## src/rtl/adc_seq_pkg.sv

```systemverilog
package adc_seq_pkg;

  localparam int SEL_W  = 3;
  localparam int SMP_W  = 3;
  localparam int RES_W  = 12;
  localparam int WORD_W = 16;
  localparam int PAD_W  = WORD_W - RES_W;

  typedef enum logic [1:0] {
    ST_IDLE    = 2'd0,
    ST_SAMPLE  = 2'd1,
    ST_CONVERT = 2'd2,
    ST_STORE   = 2'd3
  } seq_state_e;

  // Sampling length in half converter cycles (twice the cycle count).
  function automatic int unsigned smp_half_cycles(input logic [SMP_W-1:0] code);
    case (code)
      3'd0:    return 3;
      3'd1:    return 15;
      3'd2:    return 27;
      3'd3:    return 57;
      3'd4:    return 83;
      3'd5:    return 111;
      3'd6:    return 143;
      default: return 479;
    endcase
  endfunction

  // Conversion phase: one half cycle per bit, twice, plus one half cycle.
  function automatic int unsigned conv_half_cycles(input int unsigned res_bits);
    return 2 * res_bits + 1;
  endfunction

  function automatic logic [WORD_W-1:0] pack_result(input logic [RES_W-1:0] r,
                                                    input logic left);
    if (left) return {r, {PAD_W{1'b0}}};
    else      return {{PAD_W{1'b0}}, r};
  endfunction

endpackage

```

## src/rtl/adc_trig_sync.sv

```systemverilog
module adc_trig_sync #(
  parameter int N = 7
) (
  input  logic         clk,
  input  logic         rst,
  input  logic [N-1:0] trig_in,
  output logic [N-1:0] rise
);

  for (genvar i = 0; i < N; i++) begin : g_lane
    logic s1_q, s2_q, s3_q;

    always_ff @(posedge clk) begin
      if (rst) begin
        s1_q <= 1'b0;
        s2_q <= 1'b0;
        s3_q <= 1'b0;
      end else begin
        s1_q <= trig_in[i];
        s2_q <= s1_q;
        s3_q <= s2_q;
      end
    end

    assign rise[i] = s2_q & ~s3_q;

    // an edge yields a single-cycle pulse, never a level
    p_rise_single_r1: assert property (@(posedge clk) disable iff (rst)
      rise[i] |=> !rise[i]);
  end

endmodule

```

## src/rtl/adc_phase_timer.sv

```systemverilog
module adc_phase_timer #(
  parameter int CNT_W = 9
) (
  input  logic             clk,
  input  logic             rst,
  input  logic             load,
  input  logic [CNT_W-1:0] load_val,
  output logic             expire
);

  logic [CNT_W-1:0] cnt_q;

  always_ff @(posedge clk) begin
    if (rst)               cnt_q <= '0;
    else if (load)         cnt_q <= load_val;
    else if (cnt_q != '0)  cnt_q <= cnt_q - 1'b1;
  end

  assign expire = (cnt_q == '0);

  // a running count drops by exactly one per cycle
  p_count_down_r4: assert property (@(posedge clk) disable iff (rst)
    (!load && cnt_q != '0) |=> (cnt_q == $past(cnt_q) - 1'b1));

endmodule

```

## src/rtl/adc_result_reg.sv

```systemverilog
module adc_result_reg
  import adc_seq_pkg::*;
(
  input  logic              clk,
  input  logic              rst,
  input  logic              capture,
  input  logic              align_left,
  input  logic [RES_W-1:0]  res_in,
  output logic [WORD_W-1:0] data_out,
  output logic              eoc
);

  logic [WORD_W-1:0] data_q;
  logic              eoc_q;

  always_ff @(posedge clk) begin
    if (rst) begin
      data_q <= '0;
      eoc_q  <= 1'b0;
    end else begin
      eoc_q <= capture;
      if (capture) data_q <= pack_result(res_in, align_left);
    end
  end

  assign data_out = data_q;
  assign eoc      = eoc_q;

  // end-of-conversion lasts one cycle
  p_eoc_pulse_r6: assert property (@(posedge clk) disable iff (rst)
    eoc |=> !eoc);

  // the word only moves together with eoc
  p_data_hold_r8: assert property (@(posedge clk) disable iff (rst)
    (!eoc && !$past(rst)) |-> $stable(data_out));

  // padding bits sit on the side chosen at capture
  p_align_pad_r7: assert property (@(posedge clk) disable iff (rst)
    eoc |-> ($past(align_left) ? (data_out[PAD_W-1:0] == '0)
                               : (data_out[WORD_W-1:RES_W] == '0)));

endmodule

```

## src/rtl/adc_seq_ctrl.sv

```systemverilog
module adc_seq_ctrl
  import adc_seq_pkg::*;
#(
  parameter int NUM_HW = 7,
  parameter int NUM_CH = 4
) (
  input  logic                      clk,
  input  logic                      rst,
  input  logic [NUM_HW-1:0]         trig_hw,
  input  logic                      sw_start_set,
  input  logic [SEL_W-1:0]          trig_sel,
  input  logic [NUM_CH*SMP_W-1:0]   smp_codes,
  input  logic [$clog2(NUM_CH)-1:0] ch_sel,
  input  logic                      align_left,
  input  logic [RES_W-1:0]          result_in,
  output logic                      sample_en,
  output logic                      convert_en,
  output logic                      eoc,
  output logic [WORD_W-1:0]         data_out
);

  localparam int          MAX_HALF  = smp_half_cycles(3'd7);
  localparam int          CNT_W     = $clog2(MAX_HALF);
  localparam int unsigned CONV_HALF = conv_half_cycles(RES_W);
  localparam logic [SEL_W-1:0] SW_CODE = SEL_W'(NUM_HW);

  seq_state_e state_q, state_d;

  logic [NUM_HW-1:0] hw_rise;
  logic              sel_rise;
  logic              sw_pend_q;
  logic              start_req;
  logic              start_fire;
  logic              tmr_load;
  logic [CNT_W-1:0]  tmr_val;
  logic              tmr_expire;
  logic              capture;
  logic [SMP_W-1:0]  cur_code;
  logic [CNT_W-1:0]  smp_load;

  adc_trig_sync #(.N(NUM_HW)) u_sync (
    .clk     (clk),
    .rst     (rst),
    .trig_in (trig_hw),
    .rise    (hw_rise)
  );

  always_comb begin
    sel_rise = 1'b0;
    for (int i = 0; i < NUM_HW; i++)
      if (trig_sel == SEL_W'(i)) sel_rise = hw_rise[i];
  end

  assign start_req  = (trig_sel == SW_CODE) ? sw_pend_q : sel_rise;
  assign start_fire = (state_q == ST_IDLE) && start_req;

  always_ff @(posedge clk) begin
    if (rst)                                       sw_pend_q <= 1'b0;
    else if (sw_start_set)                         sw_pend_q <= 1'b1;
    else if (start_fire && trig_sel == SW_CODE)    sw_pend_q <= 1'b0;
  end

  assign cur_code = smp_codes[int'(ch_sel)*SMP_W +: SMP_W];
  assign smp_load = CNT_W'(smp_half_cycles(cur_code) - 1);

  always_comb begin
    state_d  = state_q;
    tmr_load = 1'b0;
    tmr_val  = '0;
    capture  = 1'b0;
    case (state_q)
      ST_IDLE: if (start_req) begin
        state_d  = ST_SAMPLE;
        tmr_load = 1'b1;
        tmr_val  = smp_load;
      end
      ST_SAMPLE: if (tmr_expire) begin
        state_d  = ST_CONVERT;
        tmr_load = 1'b1;
        tmr_val  = CNT_W'(CONV_HALF - 1);
      end
      ST_CONVERT: if (tmr_expire) begin
        state_d = ST_STORE;
        capture = 1'b1;
      end
      default: state_d = ST_IDLE;
    endcase
  end

  always_ff @(posedge clk) begin
    if (rst) state_q <= ST_IDLE;
    else     state_q <= state_d;
  end

  adc_phase_timer #(.CNT_W(CNT_W)) u_timer (
    .clk      (clk),
    .rst      (rst),
    .load     (tmr_load),
    .load_val (tmr_val),
    .expire   (tmr_expire)
  );

  adc_result_reg u_result (
    .clk        (clk),
    .rst        (rst),
    .capture    (capture),
    .align_left (align_left),
    .res_in     (result_in),
    .data_out   (data_out),
    .eoc        (eoc)
  );

  assign sample_en  = (state_q == ST_SAMPLE);
  assign convert_en = (state_q == ST_CONVERT);

  // Checker-side run length of the conversion phase
  logic [CNT_W-1:0] conv_run_q;
  always_ff @(posedge clk) begin
    if (rst)             conv_run_q <= '0;
    else if (convert_en) conv_run_q <= conv_run_q + 1'b1;
    else                 conv_run_q <= '0;
  end

  // conversion follows sampling immediately
  p_sample_then_convert_r5: assert property (@(posedge clk) disable iff (rst)
    $fell(sample_en) |-> convert_en);

  // conversion phase spans the fixed half-cycle count
  p_conv_len_r5: assert property (@(posedge clk) disable iff (rst)
    $fell(convert_en) |-> (conv_run_q == CNT_W'(CONV_HALF)));

  // end-of-conversion directly after the conversion phase
  p_convert_then_eoc_r6: assert property (@(posedge clk) disable iff (rst)
    $fell(convert_en) |-> eoc);

  // sampling only ever begins from idle
  p_start_from_idle_r9: assert property (@(posedge clk) disable iff (rst)
    $rose(sample_en) |-> ($past(state_q) == ST_IDLE));

  // the software request is consumed by its conversion
  p_sw_clear_r3: assert property (@(posedge clk) disable iff (rst)
    (start_fire && trig_sel == SW_CODE && !sw_start_set) |=> !sw_pend_q);

endmodule

```

## config.mk

```make
export PLATFORM = sky130hd
export DESIGN_NAME = adc_seq_ctrl
export DESIGN_NICKNAME = d
export VERILOG_FILES = /design/src/rtl/adc_seq_pkg.sv /design/src/rtl/adc_trig_sync.sv /design/src/rtl/adc_phase_timer.sv /design/src/rtl/adc_result_reg.sv /design/src/rtl/adc_seq_ctrl.sv
export SDC_FILE = /design/constraint.sdc
export NUM_CORES = 1
export LEC_CHECK = 0
export ABC_AREA = 1
export BUFFER_PORTS_ARGS = -buffer_cell sky130_fd_sc_hd__buf_2
export CAP_MARGIN = 20
export CORE_UTILIZATION = 35
export CTS_BUF_LIST = sky130_fd_sc_hd__clkbuf_4
export DETAILED_ROUTE_END_ITERATION = 12
export REMOVE_ABC_BUFFERS = 1
export SLEW_MARGIN = 20
export SYNTH_ARGS = -nofsm -noshare
export SYNTH_HDL_FRONTEND = slang
export SYNTH_SLANG_ARGS = --single-unit
```

## constraint.sdc

```tcl
create_clock -name clk -period 1.8 [get_ports clk]
set_clock_uncertainty 0.05 [all_clocks]
set_input_delay 0.09 -clock clk [delete_from_list [all_inputs] [get_ports clk]]
set_output_delay 0.09 -clock clk [all_outputs]
set_load 0.02 [all_outputs]
```

# Word level (Yosys, flattened, before mapping)
# Index checks and enable logic that the tools add are counted.
# classes
n_mux,25
div,0
n_shift,1
magnitude_cmp,0
n_bitwise,14
addsub,2
eq_ne,18
multipliers,1
n_reduce_logical,10
# op_table
operator,n
$pmux 9 s7,1
$mux 9,3
$eq 3x3->1 const B,7
$pmux 9 s2,1
$sub 9x1->9 const B,2
$mux 16,1
$mux 1,13
$eq 3x2->1 const B,4
$shiftx 12x5->3,1
$logic_not 9->1,1
$reduce_bool 9->1,1
$and 1x1->1,7
$not 1->1,7
$eq 3x1->1 const B,2
$logic_not 3->1,2
$mux 2,3
$pmux 2 s3,1
$mux 5,1
$mul 2x2->4 const B,1
$ne 2x1->1 const B,2
$reduce_bool 2->1,2
$reduce_and 3->1,1
$eq 2x1->1 const B,1
$eq 2x2->1 const B,1
4 further kinds,5
# word_totals
ram_bits,0
output_inout_bits,19
wordCells,97
latchBits,0
register_bits,50
rom_bits,0
memories,0

# Logic depth before layout (Yosys ltp)
# depth
ltp_word,14
ltp_mapped,13
ltp_nobuf,12

# Hierarchy
# A second synthesis with hierarchy kept.
# hier_totals
cells_unflattened,361
area_unflattened_um2,2567.5
# by_module_without_submodules
module,n_inst,cells_per_inst,seq_area_each_um2,area_each_um2
adc_result_reg,1,101,340.3,762.0
adc_trig_sync,1,72,420.4,626.9
adc_seq_ctrl,1,101,60.1,601.8
adc_phase_timer,1,87,180.2,576.8

# Worst setup path before layout
# No wires, ideal clock.
# synth_path
path_kind,reg-to-reg
startpoint,register u_timer.cnt_q[0]
endpoint,register u_result.data_q[10] (netlist: u_result.data_out[10])
period_less_slack_ns,1.596
required_time_ns,1.634
path_stages_with_launch,11
slack_ns,0.204
arrival_time_ns,1.429
setup_time_ns,0.116
path_cell_list,dfxtp_1 > inv_1 > ha_1 > nand3_2 > nor2_4 > nand3_4 > inv_2 > nand2_2 > buf_6 > o21ai_1 > a21oi_1
# synth_between
elab_chain_len,3
# synth_rtl
item,line,text
"start, declared",adc_phase_timer.sv:11,logic [CNT_W-1:0] cnt_q;
"start signal, assigned",adc_phase_timer.sv:15,else if (load) cnt_q <= load_val;
"start signal, assigned",adc_phase_timer.sv:16,else if (cnt_q != '0) cnt_q <= cnt_q - 1'b1;
$logic_not 9->1,adc_phase_timer.sv:19,assign expire = (cnt_q == '0);
$mux 1,adc_seq_ctrl.sv:82,ST_CONVERT: if (tmr_expire) begin
$mux 1,adc_seq_ctrl.sv:71,case (state_q)
"end signal, assigned",adc_result_reg.sv:22,"if (capture) data_q <= pack_result(res_in, align_left);"
"end, declared",adc_result_reg.sv:13,logic [WORD_W-1:0] data_q;
# No other way between the ends.
# A chain may end at the register's enable or synchronous reset.

# Worst setup path in the final report
# layout_path
startpoint,register u_timer.cnt_q[0]
endpoint,register u_timer.cnt_q[4]
# layout_between
elab_chain_len,4
# layout_rtl
item
branches (longest 4 deep; another with $sub 9x1->9)
# Several ways; the timed one is not identified. The select of a mux whose other input is x is not followed.

==> impl_metrics.toml <==
[route]
drc = 2
dr.pass1.iters = 11
drt_iter0_markers = 82
vias_per_cell = 4.51
wl_per_cell_um = 9.62
wl_mm = 4.91
postRouteAntennaNets = 0
dr_total_vias = 2300

[critical_path]
end_kind = "flip-flop"
cp_max_fo = 6
cp.required_ps = 2010
worstPathArrival_ps = 1900
critPathLaunchType = "flip-flop"
path_class = "reg2reg"

[timing]
min_period_over_period = 0.938
hold_viol = 0
slew_violations = 0
fin_crit_ps = 1690
fin_tns_setup_ps = 0
hold_ws_ps = 16.8
maxSlewHeadroom = 0.746
rsz0062_at_grt = "no"
fmax_mhz = 593
tightest_slew_ps = 378
setup_viol = 0

[clock_tree]
clkTransAtPathRegs_ps = 150
cts.sinks = 50
clk_path_buf_depth = 2
numCtsBuffers = 5
clock_latency_ps = 370
root_buffer = "clkbuf_4"
cts_tree = "done"
h-tree-depth = 2

[synth]
yosysWarnings = 0
synth.avg_cell_area_um2 = 6.89
synth_area_leader_cell = "dfxtp_1"
ys_seq_area_frac = 0.412
syn_inst = 353
synth.ff_latch_count = 50
synth_top_area_frac = 0.412
synthTopCellsByArea = "dfxtp_1 41%, nand2_1 12%, inv_1 9.7%"
netlist_area_um2 = 2430
yosysUniqueCellTypes = 30

[finish]
diodes = 0
final_cell_mix = "78 x nand2_1, 63 x inv_1, 58 x buf_2"
syn_to_final_growth_pct = 25.4
nets = 474
drive_gt1_frac = 0.200
final_common_cell = "nand2_1"

[run_status]
status = "finished with violations"
violations = "DRC"

[power]
intPower_mw = 2.14
sequentialPowerShare = 0.393
ir_drop_uv = 362
p_switching_mw = 1.29
clkPwrFrac = 0.194
p_sw_frac = 0.376
p_leak_nw = 1.54
combPwrFrac = 0.413
power_density_nw_per_um2 = 1130

[floorplanning]
initial_utilization = 0.360
die_area_um2 = 7290
die_w_um = 85.4
coreArea_um2 = 6760
fp.dieH_um = 85.4
row_count = 30
io_pins = 59

[global_routing]
overflow = 0
grt_use_total = 0.142
grt_pass1_wl_mm = 8.42
antenna_found_initial = 0
grt_max_degree = 27
grt_pass1_vias = 2067

[hold_path]
hp-class = "in2reg"

[placed_design]
port_buffers = 58
hpwl_mm = 3.55
place.gp.congestion = 0.800

[run]
max-cap-violations = 0
-- power by group through the flow --
| stage | clock network (mW) | logic (mW) | registers, mW |
|---|---|---|---|
| 6_report | 0.666 | 1.42 | 1.35 |
| 5_1_grt | 0.740 | 1.60 | 1.37 |
| 4_1_cts | 0.690 | 1.40 | 1.35 |
| 3_5_place_dp | 0 | 1.36 | 1.37 |
| 3_3_place_gp | 0 | 1.35 | 1.37 |
| 2_1_floorplan | 0 | 1.01 | 1.38 |
-- through the flow --
stage	total power, mW	setup WS (ps)	utilization	cell area (um^2)	std cells
5_1_grt	3.72	7.65	0.451	3050	510
2_1_floorplan	2.38	139	-	2360	343
6_report	3.43	112	0.451	3050	510
3_3_place_gp	2.72	106	0.413	2790	486
3_5_place_dp	2.74	24.0	0.413	2790	486
4_1_cts	3.44	37.6	0.449	3030	510
-- final timing paths --
check	startpoint	endpoint	slack, ps	cells after the start
setup / recovery	u_timer.cnt_q[0]	u_timer.cnt_q[4]	110	10
hold / removal	align_left	u_result.data_out[14]	20	3
setup reg to reg	u_timer.cnt_q[0]	u_timer.cnt_q[4]	110	10
hold reg to reg	u_sync.g_lane[2].s1_q	u_sync.g_lane[2].s2_q	370	2
-- worst max-delay path, stage by stage (launching register included) --
cell and delay (ps):
dfxtp_1 340, inv_1 80, ha_2 210, nand3_2 120, nor2_4 140, nand3_4 80, inv_2 80, buf_4 130
nand3_1 70, nand2_1 210, nor2_1 90
-- registers in the layout, summed over array words and instances (netlist names) --
signal,flops
sw_pend_q,1
u_sync.g_lane.s1_q,7
u_sync.g_lane.s3_q,7
u_sync.g_lane.s2_q,7
u_result.eoc,1
u_timer.cnt_q,9
state_q,2
u_result.data_out,16
-- final cells by class --
class                           instances  area [um^2]
Clock buffer                            6         45.0
Clock inverter                          2         37.5
Fill cell                             701         3710
Inverter                               65          244
Multi-Input combinational cell        228         1130
Sequential cell                        50         1000
Tap cell                               80          100
Timing Repair Buffer                   79          488
-- synth_stat cells (all sizes together) --
master,n
a21oi,19
buf,7
clkbuf,3
clkinv,1
dfxtp,50
ha,5
inv,64
nand2,82
nand3,44
nand3b,2
nand4,3
nor2,40
o21ai,27
or2,2
xnor2,2
xor2,2
-- logic make-up (layout without fill, tap and decap cells) --
| family | count (synthesis) | after routing | synth area share |
|---|---|---|---|
| DFF | 50 | 50 | 0.412 |
| buffers and inverters | 75 | 152 | 0.129 |
| and+or+nand+nor | 173 | 173 | 0.325 |
| adders and majority gates | 5 | 5 | 0.0257 |
| AOI/OAI and AO/OA | 46 | 46 | 0.0946 |
| xor gates and xnor gates | 4 | 4 | 0.0144 |
-- per-layer routing --
| layer | wire (um) | vias up | GRT usage |
|---|---|---|---|
| li1 | - | 1247 | - |
| met3 | 101 | 0 | 0.0350 |
| met2 | 2530 | 25 | 0.256 |
| met1 | 2270 | 1028 | 0.165 |
| met5 | 0 | - | 0 |
| met4 | 0 | 0 | 0.0455 |
-- what timing repair did --
item	in CTS	in global routing
resized for setup	0	5
setup buffers	0	0
hold buffers	16	0
endpoints found under the hold margin	16	0
setup endpoints to repair	0	18
Power figures use the tool's default switching activity.
